===== config.mk =====
export PLATFORM = sky130hd
export DESIGN_NAME = adc_sample_master
export DESIGN_NICKNAME = d
export VERILOG_FILES = /design/src/rtl/adc_master_pkg.sv /design/src/rtl/sclk_gen.sv /design/src/rtl/frame_timer.sv /design/src/rtl/rx_capture.sv /design/src/rtl/adc_sample_master.sv
export SDC_FILE = /design/constraint.sdc
export NUM_CORES = 1
export LEC_CHECK = 0
export ABC_CLOCK_PERIOD_IN_PS = 4200
export BUFFER_PORTS_ARGS = -buffer_cell sky130_fd_sc_hd__clkbuf_2
export CAP_MARGIN = 40
export CORE_AREA = 2 2 81 83
export CTS_CLUSTER_DIAMETER = 100
export DETAILED_ROUTE_END_ITERATION = 12
export DIE_AREA = 0 0 83 85
export PLACE_DENSITY = 0.76
export SYNTH_ARGS = -nofsm -noshare
export SYNTH_HDL_FRONTEND = slang
export SYNTH_SLANG_ARGS = --single-unit

===== constraint.sdc =====
create_clock -name clk_i -period 4.2 [get_ports clk_i]
set_clock_uncertainty 0.15 [all_clocks]
set_input_delay 0 -clock clk_i [delete_from_list [all_inputs] [get_ports clk_i]]
set_output_delay 0 -clock clk_i [all_outputs]
set_load 0.05 [all_outputs]

===== src/rtl/adc_master_pkg.sv =====
package adc_master_pkg;
  localparam int unsigned WORD_LEN   = 16;
  localparam int unsigned SHORT_LEN  = 8;
  localparam int unsigned RES_W      = 12;
  localparam int unsigned MIN_GAP    = 2;
  localparam int unsigned MIN_PERIOD = WORD_LEN + MIN_GAP;

  typedef enum logic {
    FRM_FULL  = 1'b0,
    FRM_SHORT = 1'b1
  } frame_kind_e;
endpackage


===== src/rtl/sclk_gen.sv =====
module sclk_gen #(
  parameter int unsigned DIV_W = 8
) (
  input  logic             clk_i,
  input  logic             rst_ni,
  input  logic [DIV_W-1:0] div_i,
  output logic             sclk_o,
  output logic             rise_o,
  output logic             fall_o
);
  logic [DIV_W-1:0] cnt_q, cnt_d;
  logic             sclk_q, sclk_d;
  logic             toggle;

  always_comb begin
    toggle = (cnt_q >= div_i);
    cnt_d  = toggle ? '0 : cnt_q + 1'b1;
    sclk_d = toggle ? ~sclk_q : sclk_q;
  end

  always_ff @(posedge clk_i or negedge rst_ni) begin
    if (!rst_ni) begin
      cnt_q  <= '0;
      sclk_q <= 1'b1;
    end else begin
      cnt_q  <= cnt_d;
      sclk_q <= sclk_d;
    end
  end

  assign sclk_o = sclk_q;
  assign rise_o = toggle & ~sclk_q;
  assign fall_o = toggle & sclk_q;
endmodule


===== src/rtl/frame_timer.sv =====
module frame_timer
  import adc_master_pkg::*;
#(
  parameter int unsigned PER_W    = 16,
  parameter int unsigned FULL_LEN = WORD_LEN,
  parameter int unsigned PD_LEN   = SHORT_LEN,
  parameter int unsigned MIN_PER  = MIN_PERIOD
) (
  input  logic             clk_i,
  input  logic             rst_ni,
  input  logic [PER_W-1:0] period_i,
  input  logic             pd_req_i,
  input  logic             rise_i,
  input  logic             fall_i,
  output logic             cs_n_o,
  output logic             sample_o,
  output logic             full_done_o
);
  localparam logic [PER_W-1:0] MinPer  = PER_W'(MIN_PER);
  localparam logic [PER_W-1:0] FullLen = PER_W'(FULL_LEN);
  localparam logic [PER_W-1:0] PdLen   = PER_W'(PD_LEN);

  logic [PER_W-1:0] ptim_q, ptim_d;
  logic [PER_W-1:0] eff_per, cur_len;
  logic             cs_n_q, cs_n_d;
  frame_kind_e      kind_q, kind_d;
  logic             pend_q, pend_d;
  logic             start, stop;

  always_comb begin
    eff_per = (period_i < MinPer) ? MinPer : period_i;
    cur_len = (kind_q == FRM_SHORT) ? PdLen : FullLen;
    start   = rise_i & cs_n_q & (ptim_q >= eff_per - 1'b1);
    stop    = rise_i & ~cs_n_q & (ptim_q == cur_len - 1'b1);

    ptim_d = ptim_q;
    if (start)                        ptim_d = '0;
    else if (rise_i && ptim_q != '1)  ptim_d = ptim_q + 1'b1;

    cs_n_d = cs_n_q;
    if (start)     cs_n_d = 1'b0;
    else if (stop) cs_n_d = 1'b1;

    kind_d = kind_q;
    if (start) kind_d = pend_q ? FRM_SHORT : FRM_FULL;

    pend_d = (pend_q & ~start) | pd_req_i;
  end

  always_ff @(posedge clk_i or negedge rst_ni) begin
    if (!rst_ni) begin
      ptim_q <= '0;
      cs_n_q <= 1'b1;
      kind_q <= FRM_FULL;
      pend_q <= 1'b0;
    end else begin
      ptim_q <= ptim_d;
      cs_n_q <= cs_n_d;
      kind_q <= kind_d;
      pend_q <= pend_d;
    end
  end

  assign cs_n_o      = cs_n_q;
  assign sample_o    = fall_i & ~cs_n_q;
  assign full_done_o = stop & (kind_q == FRM_FULL);

  AST_FRAME_BOUND: assert property (@(posedge clk_i) disable iff (!rst_ni)
    !cs_n_q |-> (ptim_q < cur_len));

  AST_NO_START_IN_GAP: assert property (@(posedge clk_i) disable iff (!rst_ni)
    $fell(cs_n_q) |-> ($past(ptim_q) >= MinPer - 1'b1));
endmodule


===== src/rtl/rx_capture.sv =====
module rx_capture #(
  parameter int unsigned WORD_W = 16,
  parameter int unsigned RES_W  = 12
) (
  input  logic             clk_i,
  input  logic             rst_ni,
  input  logic             sample_i,
  input  logic             sdata_i,
  input  logic             done_i,
  output logic [RES_W-1:0] result_o,
  output logic             valid_o
);
  logic [WORD_W-1:0] shreg_q, shreg_d;
  logic [RES_W-1:0]  res_q, res_d;
  logic              vld_q, vld_d;

  always_comb begin
    shreg_d = sample_i ? {shreg_q[WORD_W-2:0], sdata_i} : shreg_q;
    res_d   = done_i ? shreg_q[RES_W-1:0] : res_q;
    vld_d   = done_i;
  end

  always_ff @(posedge clk_i or negedge rst_ni) begin
    if (!rst_ni) begin
      shreg_q <= '0;
      res_q   <= '0;
      vld_q   <= 1'b0;
    end else begin
      shreg_q <= shreg_d;
      res_q   <= res_d;
      vld_q   <= vld_d;
    end
  end

  assign result_o = res_q;
  assign valid_o  = vld_q;

  AST_NO_SHIFT_AT_DONE: assert property (@(posedge clk_i) disable iff (!rst_ni)
    done_i |-> !sample_i);
endmodule


===== src/rtl/adc_sample_master.sv =====
module adc_sample_master
  import adc_master_pkg::*;
#(
  parameter int unsigned DIV_W = 8,
  parameter int unsigned PER_W = 16,
  parameter int unsigned OUT_W = RES_W
) (
  input  logic             clk_i,
  input  logic             rst_ni,
  input  logic [DIV_W-1:0] div_i,
  input  logic [PER_W-1:0] period_i,
  input  logic             pd_req_i,
  input  logic             sdata_i,
  output logic             sclk_o,
  output logic             cs_n_o,
  output logic [OUT_W-1:0] result_o,
  output logic             valid_o
);
  logic rst_meta_q, rst_sync_q;
  logic rise, fall, sample, full_done;

  always_ff @(posedge clk_i or negedge rst_ni) begin
    if (!rst_ni) begin
      rst_meta_q <= 1'b0;
      rst_sync_q <= 1'b0;
    end else begin
      rst_meta_q <= 1'b1;
      rst_sync_q <= rst_meta_q;
    end
  end

  sclk_gen #(.DIV_W(DIV_W)) u_sclk (
    .clk_i  (clk_i),
    .rst_ni (rst_sync_q),
    .div_i  (div_i),
    .sclk_o (sclk_o),
    .rise_o (rise),
    .fall_o (fall)
  );

  frame_timer #(
    .PER_W    (PER_W),
    .FULL_LEN (WORD_LEN),
    .PD_LEN   (SHORT_LEN),
    .MIN_PER  (MIN_PERIOD)
  ) u_timer (
    .clk_i       (clk_i),
    .rst_ni      (rst_sync_q),
    .period_i    (period_i),
    .pd_req_i    (pd_req_i),
    .rise_i      (rise),
    .fall_i      (fall),
    .cs_n_o      (cs_n_o),
    .sample_o    (sample),
    .full_done_o (full_done)
  );

  rx_capture #(.WORD_W(WORD_LEN), .RES_W(OUT_W)) u_rx (
    .clk_i    (clk_i),
    .rst_ni   (rst_sync_q),
    .sample_i (sample),
    .sdata_i  (sdata_i),
    .done_i   (full_done),
    .result_o (result_o),
    .valid_o  (valid_o)
  );

  AST_CS_ON_RISE: assert property (@(posedge clk_i) disable iff (!rst_sync_q)
    !$stable(cs_n_o) |-> $rose(sclk_o));

  AST_VALID_AT_CS_END: assert property (@(posedge clk_i) disable iff (!rst_sync_q)
    valid_o |-> $rose(cs_n_o));

  AST_VALID_SINGLE: assert property (@(posedge clk_i) disable iff (!rst_sync_q)
    valid_o |=> !valid_o);

  AST_RESULT_HELD: assert property (@(posedge clk_i) disable iff (!rst_sync_q)
    !valid_o |-> $stable(result_o));
endmodule


Word level (Yosys, flattened, before mapping):

Cells that the tools add are included.

* flip-flop bits (word level): 55
* input bits: 28

* add/sub/neg operators: 4
* order comparisons: 3
* equality and inequality tests: 2
* multiplexer cells: 8
* bitwise gates (word level): 14
* reduce and logical (&&, ||, !) cells: 3

Operators by type and width (count)
* 2-to-1 mux 16 bit: 3
* subtractor 16 x 1 -> 16 bit, second input constant: 2
* adder 16 x 1 -> 16 bit, second input constant: 1
* == test 16 bit: 1
* greater-or-equal comparator 16 bit: 1
* < comparator 16 x 5 -> 1 bit, second input constant: 1
* != test 16 bit, second input constant: 1
* bitwise AND 1 bit: 9
* adder 8 x 1 -> 8 bit, second input constant: 1
* greater-or-equal comparator 8 bit: 1
* 2-to-1 mux 8 bit: 1
* 2-to-1 mux 5 bit: 1
* NOT 1 bit: 4
* nonzero test 2 bit: 2
* 2-to-1 mux 1 bit: 3
* logical AND 1 bit: 1
* bitwise OR 1 bit: 1

Longest topological paths before layout:

Gate-level depths: netlist of the first run.

* word-level depth: 8
* mapped depth: 18

By module:

A second synthesis of the first run with hierarchy kept.

* cells, all modules: 314
* area total of the unflattened synthesis: 3378.2 sq um

Modules (own cells, without submodules)
* frame_timer: times used 1, cells each 198, area an instance 1709.1 sq um
* rx_capture: times used 1, cells each 51, area an instance 993.5 sq um
* sclk_gen: times used 1, cells each 62, area an instance 621.8 sq um
* adc_sample_master: times used 1, cells each 3, area an instance 53.8 sq um

Worst setup path before layout of the first run:

Ideal clock, no wire load.

* path type: input to register
* from: input port period_i[8]
* to: register u_timer.kind_q
* data arrival time: 3812 ps
* required time: 3925 ps
* path slack: 113 ps
* stages on the path: 16
* path buffers: 1
* cell sequence: or4_4 > or3_4 > or4b_4 > o21ai_0 > ha_1 > and3_4 > nor2b_1 > xnor2_1 > ha_1 > a21o_1 > a21oi_1 > o22ai_1 > a2111o_1 > and3_1 > clkbuf_1 > mux2_2

* cells in the longest elaborated chain, start to end: 5

RTL lines
* from (decl): RTL line adc_sample_master.sv:11 `input logic [PER_W-1:0] period_i,`
* < comparator 16 x 5 -> 1 bit: RTL line frame_timer.sv:31 `eff_per = (period_i < MinPer) ? MinPer : period_i;`
* 2-to-1 mux 16 bit (*): RTL line frame_timer.sv:31
* subtractor 16 x 1 -> 16 bit (*): RTL line frame_timer.sv:33 `start = rise_i & cs_n_q & (ptim_q >= eff_per - 1'b1);`
* greater-or-equal comparator 16 bit (*): RTL line frame_timer.sv:33
* bitwise AND 1 bit (*): RTL line frame_timer.sv:33
* to (signal assigned): RTL line frame_timer.sv:59 `kind_q <= kind_d;`
* to (decl): RTL line frame_timer.sv:26 `frame_kind_e kind_q, kind_d;`

Mark *: on every way between the ends. The rest lies on a longest branch, timed or not.
A chain may end at the register's enable or synchronous reset.

Final worst setup path of the first run:

* from: input port period_i[8]
* to: register u_timer.pend_q

* cells in the longest elaborated chain, start to end: 8

RTL lines
* < comparator 16 x 5 -> 1 bit: RTL line frame_timer.sv:31
* 2-to-1 mux 16 bit (*): RTL line frame_timer.sv:31
* subtractor 16 x 1 -> 16 bit (*): RTL line frame_timer.sv:33
* greater-or-equal comparator 16 bit (*): RTL line frame_timer.sv:33
* bitwise AND 1 bit (*): RTL line frame_timer.sv:33
* NOT 1 bit (*): RTL line frame_timer.sv:47 `pend_d = (pend_q & ~start) | pd_req_i;`
* bitwise AND 1 bit (*): RTL line frame_timer.sv:47
* bitwise OR 1 bit (*): RTL line frame_timer.sv:47
* net u_timer.pend_d: RTL line frame_timer.sv:27 `logic pend_q, pend_d;`
* to (signal assigned): RTL line frame_timer.sv:60 `pend_q <= pend_d;`
* to (decl): RTL line frame_timer.sv:27

The timed path passes the listed nets; every way through them passes the cells marked *.

==> results.md, run 1 <==
Logic synthesis:
- By count the netlist is led by 53 x sky130_fd_sc_hd__dfrtp_1, 27 x sky130_fd_sc_hd__ha_1, 25 x sky130_fd_sc_hd__mux2_2, 24 x sky130_fd_sc_hd__nor2_1, 24 x sky130_fd_sc_hd__xnor2_1.
- The top cell type by total area after synthesis is sky130_fd_sc_hd__dfrtp_1.
- In this run, synthesis inferred 0 flip-flops with an integrated enable.
- Sequential cells were found to cover between 40% and 50% of the synthesized design area.
- Summed over its instances, the top area cell type makes up 40.5% of the synthesized netlist area.
- After synthesis the cells add up to 0.00327 mm2.
- The synthesized net count is ~380.
- Among all cell types in the netlist, the one instantiated most often is sky130_fd_sc_hd__dfrtp_1.
- In this run the mean area of a mapped cell was 10.2 um2.
- Counting flops and latches in the post-synthesis netlist gives 55.
- In the synthesized netlist the async set-or-reset flop fraction comes to 100%.
- The count of unique library cells instantiated by Yosys is just under 50.
- By area the synthesized netlist is led by sky130_fd_sc_hd__dfrtp_1 41%, sky130_fd_sc_hd__ha_1 10%, sky130_fd_sc_hd__mux2_2 8.6%.
- Yosys printed 0 warnings.
- The most frequently used flop master after synthesis is sky130_fd_sc_hd__dfrtp_1.
- After technology mapping, the gate count stands at 322.

Min path:
- The class of the tightest hold or removal check is flop to async pin.

Timing:
- The hold violation count in the final report is 0.
- The total setup violations reported at the end of the flow is 0.
- The worst path in the final design needs a cycle of just under 4 ns, including I/O delays and setup.
- The final max-slew violation count is 0.
- Setup repair after global routing left no endpoint under its margin.
- The tightest hold path in the finished design has a slack of 0.0486 ns.
- The worst path meets setup with 0.306 ns of slack.
- The fraction of the cycle the final worst path needs is 92.7%.
- Derived from the worst setup path, the maximum achievable clock frequency is 257 MHz.

Cells and area:
- After the flow finishes, the layout carries non-filler instances totaling between 400 and 500.
- Of the cells placed in the final design, the portion with a size suffix greater than 1 is 24.5%.
- The final antenna diode count is 0.
- The final layout contains 430 nets.
- After routing the design area is 0.00377 mm2.
- The area growth from synthesis to layout is 15.3%.

Clocking:
- The number of clock sinks seen by CTS is 55.
- TritonCTS built the clock tree.
- The number of buffers on the longest clock path is 2.
- In this run the number of H-tree levels came out at 2.
- In this run the clock root is driven by a sky130_fd_sc_hd__clkbuf_8.
- After clock tree synthesis, the clock-pin slew on the worst setup and hold paths is 0.10 ns.
- The number of buffers created by CTS is 5.
- The clock reaches the later pin of the worst-skew pair after between 0.3 and 0.4 ns.

Critical path:
- The critical path endpoint category is a flop.
- Walking the worst path, the cells encountered are clkbuf_2 -> or4_4 -> or3_4 -> or4b_4 -> o21ai_1 -> ha_1 -> and3_4 -> nor2b_1 -> xnor2_1 -> ha_1 -> a21o_1 -> a21oi_1 -> o22ai_1 -> a2111o_1 -> and3_1 -> buf_4 -> o21bai_1.
- The maximum cell stage delay along the critical path is 0.55 ns.
- At the worst endpoint, the arrival time is 3.97 ns.
- The required arrival time at the worst endpoint is between 4 and 5 ns.
- On the critical path the largest part of the delay comes from simple AND/OR/NAND/NOR gates.
- STA classifies the critical path startpoint as an input pin.
- The most frequent cell on the critical path is sky130_fd_sc_hd__ha_1.
- The path type of the worst setup path is input pin to flop.
- The largest individual stage delay along the critical path comes from the cell sky130_fd_sc_hd__or4_4.
- The sum of buffers and inverters on the critical path is 2.
- Of all nets on the critical path, the largest fanout is 12.

Place:
- The port buffer count is 42.
- The final estimated routing congestion in global placement is 0.907.
- The post-DP HPWL is 4920 um.
- After detailed placement, the total cell area comes to approximately 0.0036 mm2.
- The setup slack after placement is -0.131 ns.
- Once placement completed, the tool counted placed cells totaling 441.

Power:
- The switching power as a share of total power is 31.8%.
- Per report_power, the clock group accounts for about a quarter of the total.
- In this run the static leakage power is 1.81 nW.
- The worst-case IR drop observed on VDD is 275 uV.
- The total power of the final layout is 0.00133 W.
- The internal power is around 0.00090 W.
- The analysis attributes to net switching a power of approximately 0.00042 W.
- The fraction of power consumed by sequential logic is between 50% and 60%.
- The proportion of power drawn by combinational gates is 24.2%.
- In this run the power density over the cells is 351 mW/mm2.

Floorplan:
- The floorplan has 29 rows.
- During I/O placement, the number of pins put on the boundary was 43.
- The area of the core region is just over 0.006 mm2.
- The initial utilization of the core area, before any placement, comes to 52.8%.
- The die is 85 um tall.
- Measured along the x axis, the die boundary spans 83 um.
- The overall die area is 0.00706 mm2.

Routing:
- The number of vias in the routed layout is between 2000 and 3000.
- The detail route stage leaves a number of antenna-violating nets equal to 0.
- The DRC violations left is 0.
- After detailed routing, the number of vias per cell comes to 5.63.
- Summed over all layers, the routed wires come to 6480 um.
- The number of optimization iterations in the first detailed-route pass is 4.
- The number of design-rule violations left by the first detailed-router iteration is 171.
- The routed wire length per instance is 14.3 um.

Run status:
- The flow ran to the end, and the final reports show no timing, DRC or antenna violations.

Global route:
- The initial antenna violation count is 0.
- Global routing consumed, over all layers together, between 10% and 20% of the routing resources.
- The first global-routing pass estimated 11300 um of wire.
- The via count of the first global-routing pass was 2547.
- Global routing finished with a remaining overflow of 0.
- Entering global routing, the biggest net connects 38 pins.

Flow run:
- The number of max-cap violations is 0.
final timing paths:
path | start | end | slack, ns | cells after the start
min in group clk_i | period_i[15] | u_timer.cs_n_o | 0.19 | 6
worst max register to register | u_timer.ptim_q[0] | u_timer.ptim_q[15] | 1.64 | 7
max in group asynchronous | rst_sync_q | u_timer.cs_n_o | 3.26 | 1
worst max-delay path | period_i[8] | u_timer.pend_q | 0.31 | 17
worst min register to register | rst_sync_q | u_timer.ptim_q[6] | 0.05 | 0
worst min-delay path | rst_sync_q | u_timer.ptim_q[6] | 0.05 | 0
cell families after synthesis:
logic type | count (synthesis) | share of synthesized area [%]
AO/OA/AOI/OAI | 34 | 6.73
XOR/XNOR | 29 | 7.76
adder cells (fa/ha/maj) | 27 | 10.3
buffers and inverters | 20 | 2.29
flip-flops | 55 | 42.1
multiplexers | 27 | 9.21
other | 1 | 0.115
AND/OR/NAND/NOR | 129 | 21.5
power groups by stage:
stage / Sequential (W) / Combinational (W) / Clock (W)
6_report: 0.000687 / 0.000322 / 0.000317
5_1_grt: 0.000700 / 0.000372 / 0.000346
4_1_cts: 0.000687 / 0.000327 / 0.000322
3_5_place_dp: 0.000698 / 0.000321 / 0
3_3_place_gp: 0.000701 / 0.000300 / 0
2_1_floorplan: 0.000682 / 0.000237 / 0
metrics by stage:
step / util, % / setup TNS (ns)
after global placement: 58.2 / 0
after floorplan: - / 0
after detailed placement: 58.5 / -1.03
final: 60.8 / 0
after CTS: 60.8 / 0
after global routing: 60.8 / 0
state kept, by name, summed over array words and instances, names as in the netlist:
signal	count
u_rx.valid_o	1
u_sclk.cnt_q	8
u_timer.kind_q	1
u_timer.cs_n_o	1
rst_meta_q	1
u_sclk.sclk_o	1
rst_sync_q	1
u_rx.result_o	12
u_timer.ptim_q	16
u_timer.pend_q	1
u_rx.shreg_q	12
area by class of cell:
class | count | area (um2)
Clock buffer | 7 | 96.3
Multi-Input combinational cell | 247 | 1830
Timing Repair Buffer | 54 | 323
Clock inverter | 1 | 7.51
Sequential cell | 55 | 1380
Fill cell | 526 | 2430
Tap cell | 77 | 96.3
Inverter | 12 | 45.0
placed cells by master, fill, tap and decap left out, drive strengths merged, types with 5 or more instances in the layout:
| cell type | instances |
|---|---|
| dfrtp | 53 |
| clkbuf | 49 |
| ha | 27 |
| mux2 | 25 |
| xnor2 | 24 |
| nor2 | 24 |
| nor3 | 18 |
| nand2 | 17 |
| inv | 12 |
| nand3 | 12 |
| a21oi | 11 |
| nand4 | 11 |
| nor4 | 9 |
| and2 | 8 |
| buf | 8 |
| o21ai | 6 |
| and3 | 6 |
| xor2 | 5 |
| or3 | 5 |
layer usage:
metal	wire length, um	track usage (%)	vias up
met2	3260	34.1	50
met5	0	0	-
met4	61	5.51	0
met3	220	3.31	7
met1	2930	24.4	1225
li1	-	-	1267
what timing repair did:
item | in CTS | in global routing
setup buffers | 0 | 0
gates resized for setup | 0 | 1
hold endpoints to repair | 4 | 0
endpoints found under the setup margin | 0 | 1
hold buffers | 4 | 0
No activity file was read; power rests on OpenSTA's default activity.
==> run 2: changes to the inputs <==
Settings changed: CAP_MARGIN 40 to 20, MAX_ROUTING_LAYER set to met4.
==> run 2 against run 1 <==
The run now ends with negative hold slack left; die area stayed put; clock power is 7.3% higher; hold slack worse by 0.055 ns; register-to-register slack better by 0.03 ns; critical path depth stayed put; cell count stayed put; sequential power hardly changed; total power is 1.9% higher; first-iteration DRC count is 5.3% lower; global-route usage is 0.76 points higher; utilization hardly changed; sequential cell count stayed put.
==> results.md, run 2 (synthesis results as in run 1) <==
Critical path:
- STA classifies the critical path startpoint as an input pin.
- The required arrival time at the worst endpoint is between 4 and 5 ns.
- The worst setup path is captured at a flop.
- The path type of the worst setup path is input pin to flop.
- Along the worst path, the maximum fanout reaches 12.
- At the worst endpoint, the arrival time is 3.96 ns.

Floorplan:
- Once the floorplan was initialized, standard cells occupied 52.8% of the core.
- The chip height is 85 um.
- Row generation in the floorplan step produced 29 rows.
- The area of the core region is slightly above 0.006 mm2.
- The overall die area is 0.00706 mm2.
- The number of placed I/O pins is 43.
- From left edge to right edge, the die measures 83 um.

Timing:
- Static timing analysis puts the maximum clock frequency at 258 MHz.
- The hold violation count in the final report is 10.
- The worst path uses between 90% and 100% of the clock period.
- The total setup violations reported at the end of the flow is 0.
- Setup repair after global routing left no endpoint under its margin.
- The minimum period implied by the final worst setup slack is 3.88 ns.
- The final max-slew violation count is 0.
- The hold slack is -0.00591 ns.

Place:
- The final estimated routing congestion in global placement is approximately 0.9.
- Buffers placed on the I/O ports in this run total 42.
- The placed instances occupy a cell area of ~0.0036 mm2.
- The post-DP HPWL is about 4800 um.

Global route:
- The global-route layer with the greatest usage is met2.
- For met2 alone, demand over resource in global routing was between 30% and 40%.
- The total routing resource utilization after global routing is 20.0%.
- The leftover overflow at the end of global routing is 0.
- For met3 alone, demand over resource in global routing was approximately 4.0%.
- The via count of the first global-routing pass is ~2500.
- The global-route wire length before repair is between 10000 and 15000 um.
- The maximum number of pins on one net before global-route repair is 54.
- The met1 usage in global routing is between 20 and 25%.
- The initial antenna violation count is 0.

Routing:
- The count of nets left with antenna violations once routing finished came out at 0.
- In the routed layout, each cell is associated on average with a via count of between 5 and 6.
- The number of vias in the routed layout is 2537.
- After the first detailed-routing iteration, the DRC count stood at 162.
- After detailed routing, the number of remaining DRC violations is 0.
- The number of optimization iterations in the first detailed-route pass is 4.
- Dividing the detail-routed wire length by the instance count gives roughly 14 um.
- The total wire length after detailed routing is 6440 um.

Run status:
- The final reports fail on negative hold slack.
- The flow ran to the end, but the final reports show violations.

Power:
- The worst-case vdd ir drop is 263 uV.
- The total leakage power is 1.81 nW.
- The power density relative to cell area is 358 mW/mm2.
- The total power of the final layout is approximately 0.0014 W.

Clocking:
- The number of buffers created by CTS is 5.
- Post-CTS timing repair inserted 0 buffers for setup.
- The clock-pin transition on the worst setup and hold timing paths is 0.09 ns.
- The longest clock path from root to sink contains 2 buffers.
- The clock net in this run drives a total of 55 sinks.
- TritonCTS built the clock tree.
- Clock latency on the worst-skew pair, taken at its later pin, is 0.31 ns.
- The H-tree was split into 2 levels.
- Clock tree synthesis selected as its root buffer the cell sky130_fd_sc_hd__clkbuf_8.

Flow run:
- The number of max-cap violations is 0.

Cells and area:
- The repair_antennas step left the layout with diodes totalling 0.
- The register area is 0.00138 mm2.
- The number of flip-flops in the largest register is 16.
- Summing all multi-input logic gate instances after layout gives 0.00183 mm2.
- The most common cell after layout, fill and taps aside is sky130_fd_sc_hd__dfrtp_1.
- The final layout contains 430 nets.
- With fillers left out, the area of the finished cells amounts to 0.00378 mm2.
- The fraction of layout cells with a size suffix above 1 is 23.9%.
- Leaving out fill and tap cells, the most frequent cells in the layout are 52 x sky130_fd_sc_hd__dfrtp_1, 42 x sky130_fd_sc_hd__clkbuf_2, 27 x sky130_fd_sc_hd__ha_1.
- More flip-flops sit in one register than any other, and that register is u_timer.ptim_q.
- From synthesis to final layout, the design area changed by 15.4%.
- The filler cell count is roughly 520.

Min path:
- The min-delay analysis places its worst path in the category flop to async pin.
==> run 2: changes by cell type in the layout (fill, tap and decap cells not counted), sizes merged <==
cell      before  now
bufinv         0    1
clkinvlp       1    0
==> run 2: layer usage <==
| layer | vias up | wire (um) |
|---|---|---|
| met5 | - | 0 |
| met4 | 0 | 68 |
| met3 | 8 | 229 |
| met2 | 49 | 3270 |
| met1 | 1214 | 2870 |
| li1 | 1266 | - |
==> run 2: layout make-up <==
class | instances | area share, %
Clock buffer | 7 | 2.02
Timing Repair Buffer | 54 | 8.55
Tap cell | 77 | 2.55
Inverter | 12 | 1.19
Clock inverter | 1 | 0.795
Multi-Input combinational cell | 247 | 48.4
Sequential cell | 55 | 36.5
==> run 2: stage by stage <==
stage | TNS [ns] | hold WS (ns) | std cells | setup slack [ns] | util [%]
after CTS | 0 | 0.200 | 452 | 0.212 | 60.6
after global routing | 0 | 0.0215 | 453 | 0.0826 | 60.9
after global placement | 0 | -0.364 | 440 | 0.132 | 58.2
final | 0 | -0.00591 | 453 | 0.318 | 60.9
after floorplan | 0 | -0.446 | 322 | 0.113 | -
after detailed placement | -0.745 | -0.364 | 440 | -0.124 | 58.2
==> run 2: path summary, 6_finish.rpt <==
path / start / endpoint / slack [ns] / depth (start not counted)
worst min register to register: rst_sync_q / u_timer.ptim_q[0] / -0.006 / 0
worst max register to register: u_timer.ptim_q[0] / u_timer.ptim_q[15] / 1.67 / 7
worst max-delay path: period_i[8] / u_timer.pend_q / 0.32 / 17
worst min-delay path: rst_sync_q / u_timer.ptim_q[0] / -0.006 / 0
max in group asynchronous: rst_sync_q / u_timer.cs_n_o / 3.33 / 1
min in group clk_i: period_i[15] / u_timer.cs_n_o / 0.20 / 6
==> run 2: critical path, stage by stage <==
cell and delay (ns):
sky130_fd_sc_hd__clkbuf_2 0.11, sky130_fd_sc_hd__or4_4 0.55, sky130_fd_sc_hd__or3_4 0.37, sky130_fd_sc_hd__or4b_4 0.53, sky130_fd_sc_hd__o21ai_1 0.23, sky130_fd_sc_hd__ha_1 0.21, sky130_fd_sc_hd__and3_4 0.21, sky130_fd_sc_hd__nor2b_1 0.16
sky130_fd_sc_hd__xnor2_1 0.09, sky130_fd_sc_hd__ha_1 0.18, sky130_fd_sc_hd__a21o_1 0.17, sky130_fd_sc_hd__a21oi_1 0.13, sky130_fd_sc_hd__o22ai_1 0.09, sky130_fd_sc_hd__a2111o_1 0.40, sky130_fd_sc_hd__and3_1 0.20, sky130_fd_sc_hd__buf_4 0.19
sky130_fd_sc_hd__o21bai_1 0.15
==> run 2: power by group <==
part           leakage, nW  switching [W]  internal, W
logic                 1.03       0.000165     0.000160
registers            0.735      0.0000906     0.000596
clock network       0.0524       0.000162     0.000179
total                 1.81       0.000418     0.000934
==> run 2: timing repair <==
item                                    CTS  global route
gates resized for setup                   0             1
endpoints found under the hold margin     4             0
hold buffers                              4             0
endpoints found under the setup margin    0             3
==> run 3: changes to the inputs <==
Settings changed: CORE_AREA 2 2 81 83 to 10 10 89 91, DIE_AREA 0 0 83 85 to 0 0 99 101.
==> run 3 against run 2 <==
The run now ends clean; largest cell class unchanged; worst setup slack worse by 0.020 ns; non-clock buffer count up 1; die area up 42%; via count up 1.4%.
==> results.md, run 3 (synthesis results as in run 1) <==
Power:
- The fraction of power consumed by sequential logic is 52.3%.
- Internal power comes to 0.000876 W.
- The worst-case vdd ir drop is 279 uV.
- The clock network burns 22.8% of the power.
- For this design the static power due to leakage is 1.81 nW.
- Net switching is 33.1% of the power.
- The power density relative to cell area is about 350 mW/mm2.
- Of the total power, combinational logic draws about a quarter.
- The net switching power is between 0.0004 and 0.0005 W.
- The total power of the final layout is 0.00131 W.

Cells and area:
- The area overhead of the layout relative to synthesis is 15.2%.
- The final net count is between 400 and 500.
- In the final layout, the share of cells above drive strength 1 is 24.7%.
- The register ranked first by flip-flop count is u_timer.ptim_q.
- Counting the fill cells in the layout gives about 530.
- The number of flip-flops in the largest register is 16.
- Leaving out fill and tap cells, the most frequent cells in the layout are 52 x sky130_fd_sc_hd__dfrtp_1, 42 x sky130_fd_sc_hd__clkbuf_2, 27 x sky130_fd_sc_hd__ha_1.
- Cells fill a little over 60% of the core in the end.
- The number of antenna diodes in the final layout is 0.
- The most common cell after layout, fill and taps aside is sky130_fd_sc_hd__dfrtp_1.

Clocking:
- The clock passes through at most 2 buffers.
- The number of hold buffers added after CTS is 4.
- The clock net in this run drives a total of 55 sinks.
- Clock latency on the worst-skew pair, taken at its later pin, is 0.31 ns.
- The number of H-tree levels is 2.
- The clock tree root buffer cell is sky130_fd_sc_hd__clkbuf_8.
- The number of clock buffers added by TritonCTS is 5.
- The CTS tree is built.
- After clock tree synthesis, the clock-pin slew on the worst setup and hold paths is ~0.10 ns.
- After clock tree synthesis, the repair step resized 0 gates.
- The number of buffers added for setup after CTS is 0.

Critical path:
- Counting both buffers and inverters, the worst setup path holds a total of 1.
- The worst setup path is captured at a flop.
- In this design, the stage delay of the slowest critical-path cell is 0.54 ns.
- STA classifies the critical path startpoint as an input pin.
- The endpoint identified for the worst register-to-register timing path is u_timer.kind_q.
- The cell family contributing the most delay on the critical path is simple AND/OR/NAND/NOR gates.
- The required arrival time at the worst endpoint is 4.26 ns.
- The register-to-register path setup slack is between 1 and 1.5 ns.
- The number of cells traversed by the worst register-to-register path is 8.
- Tracing the worst setup path back leads to its startpoint at period_i[8].
- The critical path goes through clkbuf_2 -> or4_4 -> or3_4 -> or4b_4 -> o21ai_0 -> ha_1 -> and3_4 -> nor2b_1 -> xnor2_1 -> ha_1 -> a21o_1 -> a21oi_1 -> o22ai_1 -> a2111o_1 -> and3_1 -> mux2_2.
- The worst setup path is of the input pin to flop kind.
- In this run the worst path has a maximum fanout of 5.
- The destination of the critical timing path is u_timer.kind_q.
- The most frequent cell on the critical path is sky130_fd_sc_hd__ha_1.
- The library cell contributing the largest single delay on the critical path is sky130_fd_sc_hd__or4_4.
- The critical path crosses 16 cells after its start point.
- The arrival time at the worst endpoint is 3.96 ns.
- The source of the worst register-to-register timing path is u_sclk.cnt_q[2].

Place:
- The wire-length estimate of the detail-placed layout is about 5200 um.
- Before CTS, the worst setup slack after placement is -0.0297 ns.
- Port buffering added 42 buffers.
- Routability-driven placement finished with a final weighted congestion of 0.854.

Global route:
- Global routing used 13.9% of the available tracks.
- The initial antenna violation count is 0.
- The met2 capacity usage during global routing is 23.9%.
- The leftover overflow at the end of global routing is 0.
- The global-route wire length before repair is between 10000 and 15000 um.
- For this run, global-route usage on met3 was measured as 2.88%.
- Entering global routing, the biggest net connects 43 pins.
- The via count of the first global-routing pass was 2554.
- Global routing consumed, on the met1 layer, between 10% and 20% of the routing resources.
- The layer flagged by global routing as most heavily used is met2.

Timing:
- In the final timing run, aggregate negative setup slack is 0 ns.
- Setup repair after global routing left no endpoint under its margin.
- For this run, the top clock speed supported by timing is 256 MHz.
- The transition at the pin with the smallest max-transition slack is 0.851 ns.
- The hold violation count in the final report is 0.
- Across all setup checks in the final design, the least slack found is 0.298 ns.
- The final max-slew violation count is 0.
- The smallest clock period supported by the final layout is computed as about 3.9 ns.
- On the final layout, the worst hold slack is 0.00799 ns.
- The total setup violations reported at the end of the flow is 0.
- In this run the tightest slew margin relative to its limit is a little over two fifths.
- The fraction of the cycle the final worst path needs is just over 90%.

Floorplan:
- The chip height is ~100 um.
- The initial utilization of the core area, before any placement, comes to 52.8%.
- In this run the standard cell core region covers approximately 0.0062 mm2.
- The overall die width is 99 um.
- The die covers 0.0100 mm2.
- During I/O placement, the number of pins put on the boundary was 43.
- The initialized floorplan defines 29 standard-cell rows.

Routing:
- In this run, the number of DRC markers left after iteration 0 of detailed routing was ~140.
- The total wire length after detailed routing is 6620 um.
- Dividing the detail-routed via count by the number of cells gives 5.67.
- The number of vias in the routed layout is around 2600.
- The number of nets with antenna violations after routing is 0.
- The DRC violations left is 0.
- The routed wire length per instance is 14.6 um.
- The first detailed-routing pass took 4 iterations.

Run status:
- The flow ran to the end, and the final reports show no timing, DRC or antenna violations.

Flow run:
- Across the run, the number of max-cap violations was 0.

Min path:
- The path class of the tightest hold or removal check is flop to async pin.
-- run 3: layer usage --
metal  vias up  share of wire [%]
li1       1269                  -
met1      1249                 44
met2        48                 52
met3         7                3.5
met4         0               0.73
met5         -                  0
-- run 3: final cells by class --
class / instances / area [um2] / area share (%)
Timing Repair Buffer: 55 / 330 / 8.76
Clock inverter: 3 / 23.8 / 0.630
Clock buffer: 5 / 68.8 / 1.82
Tap cell: 77 / 96.3 / 2.55
Multi-Input combinational cell: 247 / 1830 / 48.4
Sequential cell: 55 / 1380 / 36.6
Inverter: 12 / 45.0 / 1.19
-- run 3: worst min-delay path by stage --
stage | endpoint | slack, ns | cells past startpoint | startpoint
4_1_cts | u_rx.shreg_q[6] | 0.01 | 0 | rst_sync_q
3_5_place_dp | rst_meta_q | -0.36 | 1 | rst_ni
3_3_place_gp | rst_meta_q | -0.36 | 1 | rst_ni
5_1_grt | u_rx.shreg_q[5] | 0.02 | 0 | rst_sync_q
2_1_floorplan | rst_meta_q | -0.45 | 0 | rst_ni
6_report | u_rx.result_o[2] | 0.008 | 0 | rst_sync_q
-- run 3: worst reg2reg max path: stages, from the launching register on --
cell                       delay [ns]
sky130_fd_sc_hd__dfrtp_1         0.44
sky130_fd_sc_hd__ha_1            0.31
sky130_fd_sc_hd__a211oi_1        0.19
sky130_fd_sc_hd__o21ai_0         0.12
sky130_fd_sc_hd__a21oi_1         0.70
sky130_fd_sc_hd__buf_4           0.33
sky130_fd_sc_hd__nor2_1          0.09
sky130_fd_sc_hd__and3_1          0.23
sky130_fd_sc_hd__mux2_2          0.27
-- run 3: through the flow --
step / std cells / cell area, um2
floorplan: 322 / 3270
global placement: 441 / 3620
detailed placement: 442 / 3640
CTS: 454 / 3770
global route: 454 / 3770
finish: 454 / 3770
-- run 3: power groups by stage --
stage / Combinational (W) / Clock (W) / Sequential, W
floorplan: 0.000237 / 0 / 0.000682
global placement: 0.000301 / 0 / 0.000698
detailed placement: 0.000326 / 0 / 0.000697
CTS: 0.000332 / 0.000308 / 0.000686
global route: 0.000370 / 0.000329 / 0.000699
finish: 0.000326 / 0.000299 / 0.000685
